`config.mk`:
```
export PLATFORM = sky130hd
export DESIGN_NAME = ipi_bank_top
export DESIGN_NICKNAME = d
export VERILOG_FILES = /design/src/rtl/ipi_bank_pkg.sv /design/src/rtl/ipi_addr_decode.sv /design/src/rtl/ipi_send_route.sv /design/src/rtl/ipi_core_bank.sv /design/src/rtl/ipi_bank_top.sv
export SDC_FILE = /design/constraint.sdc
export NUM_CORES = 2
export LEC_CHECK = 0
export ABC_CLOCK_PERIOD_IN_PS = 5740
export BUFFER_PORTS_ARGS = -buffer_cell sky130_fd_sc_hd__buf_2
export CAP_MARGIN = 25
export CORE_ASPECT_RATIO = 1.2
export CORE_MARGIN = 10
export CORE_UTILIZATION = 47
export CTS_CLUSTER_SIZE = 25
export DETAILED_ROUTE_END_ITERATION = 6
export GPL_TIMING_DRIVEN = 0
export PLACE_DENSITY = 0.65
export SYNTH_ARGS = -nofsm -noshare
export SYNTH_HDL_FRONTEND = slang
export SYNTH_SLANG_ARGS = --single-unit
```
`constraint.sdc`:
```
create_clock -name clk -period 5.74 [get_ports clk]
set_clock_uncertainty 0.1 [all_clocks]
set_input_delay 1.722 -clock clk [delete_from_list [all_inputs] [get_ports clk]]
set_output_delay 1.722 -clock clk [all_outputs]
set_load 0.02 [all_outputs]
```
`src/rtl/ipi_bank_pkg.sv`:
```
package ipi_bank_pkg;

   localparam int unsigned WORD_W      = 32;
   localparam int unsigned OFFS_W      = 8;
   localparam int unsigned MBOX_WORDS  = 8;
   localparam int unsigned MBOX_IDX_W  = $clog2(MBOX_WORDS);
   localparam int unsigned TGT_W       = 10;
   localparam int unsigned VEC_W       = 5;

   localparam logic [OFFS_W-1:0] OFF_STATUS  = 8'h00;
   localparam logic [OFFS_W-1:0] OFF_ENABLE  = 8'h04;
   localparam logic [OFFS_W-1:0] OFF_RAISE   = 8'h08;
   localparam logic [OFFS_W-1:0] OFF_LOWER   = 8'h0C;
   localparam logic [OFFS_W-1:0] OFF_MBOX_LO = 8'h20;
   localparam logic [OFFS_W-1:0] OFF_MBOX_HI = 8'h3C;
   localparam logic [OFFS_W-1:0] OFF_DOORBELL = 8'h40;

   typedef enum logic [2:0] {
      OP_NONE,
      OP_STATUS,
      OP_ENABLE,
      OP_RAISE,
      OP_LOWER,
      OP_MBOX,
      OP_DOORBELL
   } reg_op_e;

   typedef struct packed {
      reg_op_e                op;
      logic [MBOX_IDX_W-1:0]  mbox_idx;
   } reg_sel_t;

endpackage

```
`src/rtl/ipi_addr_decode.sv`:
```
module ipi_addr_decode
   import ipi_bank_pkg::*;
(
   input  logic [OFFS_W-1:0] offs,
   output reg_sel_t          sel
);

   logic [OFFS_W-1:0] mbox_rel;

   always_comb begin
      mbox_rel     = offs - OFF_MBOX_LO;
      sel.op       = OP_NONE;
      sel.mbox_idx = mbox_rel[MBOX_IDX_W+1:2];
      if (offs[1:0] == 2'b00) begin
         if (offs == OFF_STATUS)        sel.op = OP_STATUS;
         else if (offs == OFF_ENABLE)   sel.op = OP_ENABLE;
         else if (offs == OFF_RAISE)    sel.op = OP_RAISE;
         else if (offs == OFF_LOWER)    sel.op = OP_LOWER;
         else if (offs == OFF_DOORBELL) sel.op = OP_DOORBELL;
         else if (offs >= OFF_MBOX_LO && offs <= OFF_MBOX_HI) sel.op = OP_MBOX;
      end
   end

endmodule

```
`src/rtl/ipi_send_route.sv`:
```
module ipi_send_route
   import ipi_bank_pkg::*;
#(
   parameter int unsigned NUM_CORES = 4
)(
   input  logic [TGT_W-1:0]  tgt_field,
   input  logic [VEC_W-1:0]  vec_field,
   output logic              tgt_ok,
   output logic [WORD_W-1:0] vec_bits
);

   always_comb begin
      tgt_ok   = (32'(tgt_field) < NUM_CORES);
      vec_bits = WORD_W'(1) << vec_field;
   end

endmodule

```
`src/rtl/ipi_core_bank.sv`:
```
module ipi_core_bank
   import ipi_bank_pkg::*;
(
   input  logic                              clk,
   input  logic                              rst_n,
   input  logic                              en_we,
   input  logic                              raise_req,
   input  logic [WORD_W-1:0]                 raise_bits,
   input  logic                              lower_req,
   input  logic                              mbox_we,
   input  logic [MBOX_IDX_W-1:0]             mbox_idx,
   input  logic [WORD_W-1:0]                 wdata,
   output logic [WORD_W-1:0]                 status_q,
   output logic [WORD_W-1:0]                 enable_q,
   output logic [MBOX_WORDS-1:0][WORD_W-1:0] mbox_q,
   output logic                              irq_q
);

   logic [WORD_W-1:0] status_nx;
   logic              assert_c;
   logic              release_c;

   always_comb begin
      status_nx = status_q;
      if (raise_req) status_nx = status_nx | raise_bits;
      if (lower_req) status_nx = status_nx & ~wdata;
      assert_c  = raise_req && (status_nx != '0) && ((status_nx & enable_q) != '0);
      release_c = lower_req && (status_nx == '0) && (enable_q != '0);
   end

   always_ff @(posedge clk) begin
      if (!rst_n) begin
         status_q <= '0;
         enable_q <= '0;
         mbox_q   <= '0;
         irq_q    <= 1'b0;
      end else begin
         status_q <= status_nx;
         if (en_we)   enable_q <= wdata;
         if (mbox_we) mbox_q[mbox_idx] <= wdata;
         if (assert_c)       irq_q <= 1'b1;
         else if (release_c) irq_q <= 1'b0;
      end
   end

endmodule

```
`src/rtl/ipi_bank_top.sv`:
```
module ipi_bank_top
   import ipi_bank_pkg::*;
#(
   parameter int unsigned NUM_CORES = 4,
   parameter int unsigned ADDR_W    = 16,
   parameter int unsigned ID_W      = (NUM_CORES > 1) ? $clog2(NUM_CORES) : 1
)(
   input  logic                 clk,
   input  logic                 rst_n,
   input  logic                 req_valid,
   input  logic                 req_write,
   input  logic [ID_W-1:0]      req_id,
   input  logic [ADDR_W-1:0]    req_addr,
   input  logic [WORD_W-1:0]    req_wdata,
   output logic                 rsp_valid,
   output logic [WORD_W-1:0]    rsp_rdata,
   output logic                 rsp_err,
   output logic [NUM_CORES-1:0] irq_o
);

   localparam int unsigned ID_MIN_W = (NUM_CORES > 1) ? $clog2(NUM_CORES) : 1;

   generate
      if (NUM_CORES < 1 || NUM_CORES > (1 << TGT_W)) begin : g_bad_cores
         $error("NUM_CORES must lie between 1 and 1024");
      end
      if (ADDR_W < OFFS_W) begin : g_bad_addr
         $error("ADDR_W must cover the 8-bit register offset");
      end
      if (ID_W < ID_MIN_W) begin : g_bad_id
         $error("ID_W too narrow for NUM_CORES");
      end
   endgenerate

   reg_sel_t           sel;
   logic               wr_c;
   logic               rd_c;
   logic               id_ok;
   logic               tgt_ok;
   logic [WORD_W-1:0]  vec_bits;
   logic [TGT_W-1:0]   tgt_field;
   logic               unused_addr_hi;
   logic [WORD_W-1:0]  rdata_c;
   logic               err_c;

   logic [NUM_CORES-1:0][WORD_W-1:0]                 status_all;
   logic [NUM_CORES-1:0][WORD_W-1:0]                 enable_all;
   logic [NUM_CORES-1:0][MBOX_WORDS-1:0][WORD_W-1:0] mbox_all;

   assign unused_addr_hi = ^req_addr;
   assign tgt_field      = req_wdata[16 +: TGT_W];
   assign wr_c           = req_valid && req_write;
   assign rd_c           = req_valid && !req_write;
   assign id_ok          = (32'(req_id) < NUM_CORES);

   ipi_addr_decode u_dec (
      .offs (req_addr[OFFS_W-1:0]),
      .sel  (sel)
   );

   ipi_send_route #(.NUM_CORES(NUM_CORES)) u_route (
      .tgt_field (tgt_field),
      .vec_field (req_wdata[VEC_W-1:0]),
      .tgt_ok    (tgt_ok),
      .vec_bits  (vec_bits)
   );

   // Direct raise from the requester and doorbell raise into a target are
   // merged per core, so both land on the same clock edge.
   for (genvar c = 0; c < NUM_CORES; c++) begin : g_core
      logic              own_c;
      logic              ring_c;
      logic              direct_raise_c;
      logic [WORD_W-1:0] raise_bits_c;

      assign own_c          = wr_c && id_ok && (req_id == ID_W'(c));
      assign direct_raise_c = own_c && (sel.op == OP_RAISE);
      assign ring_c         = wr_c && (sel.op == OP_DOORBELL) && tgt_ok &&
                              (tgt_field == TGT_W'(c));
      assign raise_bits_c   = (direct_raise_c ? req_wdata : '0) |
                              (ring_c ? vec_bits : '0);

      ipi_core_bank u_bank (
         .clk        (clk),
         .rst_n      (rst_n),
         .en_we      (own_c && (sel.op == OP_ENABLE)),
         .raise_req  (direct_raise_c || ring_c),
         .raise_bits (raise_bits_c),
         .lower_req  (own_c && (sel.op == OP_LOWER)),
         .mbox_we    (own_c && (sel.op == OP_MBOX)),
         .mbox_idx   (sel.mbox_idx),
         .wdata      (req_wdata),
         .status_q   (status_all[c]),
         .enable_q   (enable_all[c]),
         .mbox_q     (mbox_all[c]),
         .irq_q      (irq_o[c])
      );
   end

   always_comb begin
      rdata_c = '0;
      if (rd_c && id_ok) begin
         case (sel.op)
            OP_STATUS: rdata_c = status_all[req_id];
            OP_ENABLE: rdata_c = enable_all[req_id];
            OP_MBOX:   rdata_c = mbox_all[req_id][sel.mbox_idx];
            default:   rdata_c = '0;
         endcase
      end
      err_c = wr_c && ((sel.op == OP_STATUS) ||
                       ((sel.op == OP_DOORBELL) && !tgt_ok));
   end

   always_ff @(posedge clk) begin
      if (!rst_n) begin
         rsp_valid <= 1'b0;
         rsp_rdata <= '0;
         rsp_err   <= 1'b0;
      end else begin
         rsp_valid <= req_valid;
         rsp_rdata <= rdata_c;
         rsp_err   <= err_c;
      end
   end

endmodule

```
# Word level (Yosys, flattened, before mapping)

Cells that the tools add are included.

Output and inout port bits: 38
Register bits: 1318
Logic and storage cells: 214

Equal/unequal tests: 16
Add/subtract/negate cells: 1
Shift-type cells: 1
Reductions and logical operators: 80
Muxes and demuxes: 46
Bitwise operators: 17
Order comparisons: 6

Operators by type and width:

| kind                                                 | count |
|---|---|
| bitwise mux 256 bit                                  | 4 |
| two-way mux 32 bit                                   | 20 |
| binary-select mux 256 bit (select 2 bit)             | 1 |
| nonzero test 32 bit                                  | 12 |
| bitwise AND 32 bit                                   | 8 |
| two-way mux 256 bit                                  | 1 |
| bitwise OR 32 bit                                    | 8 |
| binary-select mux 32 bit (select 2 bit)              | 2 |
| zero test 32 bit                                     | 4 |
| binary-select mux 32 bit (select 3 bit)              | 1 |
| demux 32 bit (select 3 bit)                          | 1 |
| one-hot mux 32 bit (3 select lines)                  | 1 |
| logical AND 1 bit                                    | 48 |
| NOT 32 bit                                           | 1 |
| left shift 1 x 5 -> 32 bit (first input constant)    | 1 |
| two-way mux 3 bit                                    | 7 |
| == test 10 x 2 -> 1 bit (second input constant)      | 2 |
| == test 8 x 4 -> 1 bit (second input constant)       | 2 |
| == test 10 x 1 -> 1 bit (second input constant)      | 1 |
| zero test 10 bit                                     | 1 |
| < comparator 10 x 3 -> 1 bit (second input constant) | 1 |
| == test 3 bit (second input constant)                | 3 |
| == test 8 x 3 -> 1 bit (second input constant)       | 1 |
| == test 8 x 7 -> 1 bit (second input constant)       | 1 |
| 17 further kinds                                     | 35 |

# Depth between registers and ports, before layout

Depth after elaboration: 24
Depth in mapped cells: 13
Mapped depth without buffers: 8

# Cells and area by module

A second synthesis with hierarchy kept.

Cells, all modules: 7132
Area, all modules: 63229.4 µm²

By module, submodules not included:

| module                                | cells an instance | seq. area each (µm²) | area an instance (µm²) | times used |
|---|---|---|---|---|
| ipi_core_bank at g_core[1].u_bank ... | 1463              | 6426.2               | 12495.7                | 3 |
| ipi_bank_top                          | 1214              | 680.7                | 12911.1                | 1 |
| ipi_core_bank at g_core[0].u_bank     | 1463              | 6426.2               | 12497.0                | 1 |
| ipi_send_route                        | 50                | 0.0                  | 232.7                  | 1 |
| ipi_addr_decode                       | 16                | 0.0                  | 101.3                  | 1 |

# Worst setup path before layout

OpenSTA, ideal clock, no wires.

Kind: in2reg
Start: input port req_id[1]
End: register rsp_rdata[10]
Arrival: 4170 ps
Slack: 1342 ps
Cell stages on the path: 8
Setup time: 128 ps
Cell sequence: buf_2 > buf_2 > buf_2 > buf_2 > buf_1 > mux4_2 > a221oi_1 > nor2_1

Word-level cells in the longest chain between the ends: 5
Elaborated cells between the ends (all ways): 9
Classes of those cells: mux: 9

Ends and longest elaborated chain:

| what                                      | RTL line            | text |
|---|---|---|
| from (decl)                               | ipi_bank_top.sv:12  | `input logic [ID_W-1:0] req_id,` |
| binary-select mux 256 bit (select 2 bit)  | ipi_bank_top.sv:106 | `OP_MBOX: rdata_c = mbox_all[req_id][sel.mbox_idx];` |
| two-way mux 256 bit (implied by the code) | ipi_bank_top.sv:106 |  |
| binary-select mux 32 bit (select 3 bit)   | ipi_bank_top.sv:106 |  |
| two-way mux 32 bit (implied by the code)  | ipi_bank_top.sv:106 |  |
| one-hot mux 32 bit (3 select lines) (*)   | ipi_bank_top.sv:103 | `case (sel.op)` |
| to (signal assigned)                      | ipi_bank_top.sv:121 | `rsp_rdata <= rdata_c;` |
| to (decl)                                 | ipi_bank_top.sv:16  | `output logic [WORD_W-1:0] rsp_rdata,` |

Every way passes the cells marked *; elsewhere a longest branch is shown, timed or not. The select of a mux whose other input is x is not followed.
A chain may end at the register's enable or synchronous reset.

# Worst setup path in the final report

Start: input port req_id[0]
End: register g_core[1].u_bank.irq_q

Word-level cells in the longest chain between the ends: 13
Elaborated cells between the ends (all ways): 21
Classes of those cells: eq/ne: 1; mux: 4; bitwise: 4; reduce/logical: 12

Ends and longest elaborated chain:

| what                                                    | RTL line                                 | text |
|---|---|---|
| == test 2 x 1 -> 1 bit (*)                              | ipi_bank_top.sv:76                       | `assign own_c = wr_c && id_ok && (req_id == ID_W'(c));` |
| logical AND 1 bit (*)                                   | ipi_bank_top.sv:76                       |  |
| logical AND 1 bit                                       | ipi_bank_top.sv:77                       | `assign direct_raise_c = own_c && (sel.op == OP_RAISE);` |
| two-way mux 32 bit                                      | ipi_bank_top.sv:80                       | `assign raise_bits_c = (direct_raise_c ? req_wdata : '0) \|` |
| bitwise OR 32 bit                                       | ipi_bank_top.sv:80                       |  |
| bitwise OR 32 bit                                       | ipi_core_bank.sv:25                      | `if (raise_req) status_nx = status_nx \| raise_bits;` |
| two-way mux 32 bit                                      | ipi_core_bank.sv:25                      |  |
| bitwise AND 32 bit                                      | ipi_core_bank.sv:26                      | `if (lower_req) status_nx = status_nx & ~wdata;` |
| two-way mux 32 bit                                      | ipi_core_bank.sv:26                      |  |
| bitwise AND 32 bit (tied with other cells)              | ipi_core_bank.sv:27                      | `assert_c = raise_req && (status_nx != '0) && ((status_nx & enable_q) != '0);` |
| nonzero test 32 bit (tied with other cells)             | ipi_core_bank.sv:27                      |  |
| logical AND 1 bit, on equally long branches             | ipi_core_bank.sv:27, ipi_core_bank.sv:28 |  |
| two-way mux 1 bit or nonzero test 2 bit (tied branches) | -                                        |  |
| to (signal assigned)                                    | ipi_core_bank.sv:36                      | `irq_q <= 1'b0;` |
| to (signal assigned)                                    | ipi_core_bank.sv:41                      | `if (assert_c) irq_q <= 1'b1;` |
| to (signal assigned)                                    | ipi_core_bank.sv:42                      | `else if (release_c) irq_q <= 1'b0;` |
| to (decl)                                               | ipi_core_bank.sv:16                      | `output logic irq_q` |

Every way passes the cells marked *; elsewhere a longest branch is shown, timed or not.

==> impl_metrics.ini <==
[outcome]
status = finished, violations left
failed_checks = setup timing

[floorplanning]
start_util_pct = 47.22
num_rows = 143
coreArea_um2 = 126300
fp.dieH_um = 410.2
dieArea_um2 = 141600
fp.dieW_um = 345.2
ios = 92

[power]
seq_power_share_pct = 45.6
ir_worst_vdd_v = 0.0003477
net-switching-power_mw = 5.154
pwr-share-clk_pct = 48.1
p_int_mw = 14.93
power_leakage_nw = 22.48
p_total_mw = 20.08
power_density_nw_per_um2 = 293.5
combPwrFrac_pct = 6.3
sw_frac_of_total_pct = 25.67

[critical_path]
crit_path_end_kind = flop
worstReg2RegStart = g_core[0].u_bank.enable_q[18]
crit_fanout = 10
crit_arrival_ns = 6.70
reg2reg_depth = 8
r2r_end = g_core[0].u_bank.irq_q
critPathRequiredTime_ns = 6.40
r2r_setup_slack_ns = 2.20
crit_type = input port to flop
startpoint_type = input port

[sta]
rsz0062_at_grt = yes
holdWs_ns = 0.3511
fin_ws_ns = -0.3052
worst_slew_pin_slew_ns = 1.460
finalCriticalPeriod_ns = 6.045
slew_headroom_pct = 2.648
timing.setup.tns_ns = -10.42
hold_violations = 0
setup-violations-final = 153
clock.fmax_ghz = 0.1654
drv_slew = 0
finalCritPeriodShare_pct = 105.3

[placed_design]
port_buffers = 59
dp_cells = 8837
dp_hpwl_um = 254400
place_congestion = 1.097

[synthesis]
synthCells = 7044
synth_compound_area_share_pct = 14.73
synth_nets = 7098
ys_ff_latch = 1318
synth-adder-area-share_pct = 0
synth_top_area_share_pct = 44.24
synth_mux_area_share_pct = 15.21
synth_edf_count = 0
synth_flop_cell = dfxtp_1
synth-warning-count = 0
synthXorXnorAreaFrac_pct = 0
synth_area_leader_cell = dfxtp_1
async_flop_share_pct = 0
synth.distinct_cells = 81
avgSynthCellArea_um2 = 8.467
synth_top_family_by_area = simple AND/OR/NAND/NOR gates
synth-simple-area-share_pct = 20.94
synth.top_cells.by_area = dfxtp_1 (44%), nand2_1 (15%), mux4_2 (14%)
synth_area_um2 = 59640
yosysSeqAreaShare_pct = 44.24

[clock_network]
cts_buffers = 142
insertion_delay_ns = 0.82
cts-root-buf = clkbuf_16
clkSinkCount = 1318
cts_tree = built
hold_buffers = 0
htreeDepth = 4
clk_path_buf_depth = 3
clkTransAtPathRegs_ns = 0.06

[cells_and_area]
multi_input_area_um2 = 30560
nets = 7408
final_cell_mix = nand2_1 (2,414), dfxtp_1 (1,318), a21oi_1 (1,228)
stdcell_count = 9161
fill_cells = 11970
final_common_cell = nand2_1
layout-drive-gt1-share_pct = 11.93
seq_area_um2 = 26390
area_growth_pct = 14.72

[min_path]
hold_start = g_core[1].u_bank.mbox_q[104]
holdPathEnd = g_core[1].u_bank.mbox_q[104]
hold_depth = 2
hp-class = flop to flop

[detailed_routing]
dr.pass1.iters = 6
wl_per_cell_um = 35.00
finalWirelength_um = 320600
via_per_inst = 6.445
drtAntennaViolNets = 0
vias = 59040
drc = 0
drt_iter0_drc = 7536

[grt]
antenna_found_initial = 25
grt_pass1_vias = 56860
gr-total-overflow = 0
grt_start_max_net_pins = 20
grt_pass1_wl_um = 438000
gr-usage-all-layers_pct = 43.81

[run]
max_cap_viol_count = 0
==> flip-flops by register name (all words and copies together) (netlist names) <==
signal,count
rsp_err,1
g_core.u_bank.irq_q,4
g_core.u_bank.mbox_q,1024
rsp_valid,1
g_core.u_bank.status_q,128
g_core.u_bank.enable_q,128
rsp_rdata,32
==> per-layer routing <==
layer,routed length (um),GRT usage (%)
met2,148300,70.98
met1,103600,45.23
met4,38560,43.40
met3,30070,11.67
met5,60,0
==> cells by family after synthesis <==
family,count (synthesis)
compound gates,1553
buf+inv,750
flops,1318
mux,426
simple gates,2997
==> worst max path at each step <==
stage | slack [ns] | from | end | cells past startpoint
CTS | 0.00002 | req_addr[5] | g_core[1].u_bank.irq_q | 11
global placement | -2.70 | req_addr[3] | rsp_rdata[12] | 11
floorplan | 1.34 | req_id[1] | rsp_rdata[10] | 8
finish | -0.31 | req_id[0] | g_core[1].u_bank.irq_q | 12
global route | -0.06 | req_id[0] | g_core[3].u_bank.irq_q | 11
detailed placement | -1.91 | req_addr[3] | rsp_rdata[14] | 13
==> stage by stage <==
stage / cell area, um2 / util (%) / worst slack (ns)
3_3_place_gp: 62030 / 49.10 / -2.702
4_1_cts: 67890 / 53.75 / 0.00001732
5_1_grt: 68380 / 54.13 / -0.05881
6_report: 68430 / 54.17 / -0.3052
2_1_floorplan: 59640 / - / 1.342
3_5_place_dp: 62940 / 49.82 / -1.914
==> critical path, cell delays in order <==
cell and delay (ns):
buf_2 0.12, clkdlybuf4s15_1 0.75, nand4b_1 0.30, nor4_4 0.59, clkbuf_1 0.86, buf_2 0.54, nand2_1 0.13, a221oi_1 0.95
a2111oi_0 0.31, nand4_1 0.22, o31ai_1 0.10, nand2_1 0.06
==> synth_stat cells, types with 15 or more instances <==
cell / n
nand2_1: 2414
dfxtp_1: 1318
a21oi_1: 1228
clkbuf_1: 624
mux4_2: 384
nor2_1: 153
and2_1: 98
nor4_1: 63
a22oi_1: 58
nand3_1: 58
nand4_1: 46
buf_1: 43
inv_1: 41
mux2i_1: 41
a221oi_1: 39
and3_1: 30
buf_2: 28
nor3_1: 28
a31oi_1: 27
a41oi_1: 21
o21ai_0: 18
a41o_1: 17
a211oi_1: 15
==> final cells by class <==
cell class / instances / share of cell area (%)
diodes: 25 / 0.09143
well taps: 1667 / 3.048
clock buffers: 213 / 6.127
repair buffers: 168 / 2.258
inverters: 42 / 0.2304
flip-flops and latches: 1318 / 38.56
multi-input cells: 4976 / 44.66
clock inverters: 46 / 0.9453
plain buffers: 706 / 4.081
==> power groups by stage <==
stage | Sequential [mW] | Combinational (mW) | Clock [mW]
after floorplan | 9.35 | 0.558 | 0
after global placement | 9.35 | 1.12 | 0
after CTS | 9.15 | 1.17 | 9.63
after global routing | 9.14 | 1.25 | 9.99
final | 9.15 | 1.27 | 9.67
after detailed placement | 9.35 | 1.16 | 0
==> timing repair <==
item | CTS | global route
buffers inserted | 8 | 4
pin swaps | 4 | 2
resized for setup | 17 | 33
endpoints found under the setup margin | 138 | 286
(Power assumes the default switching activity.)
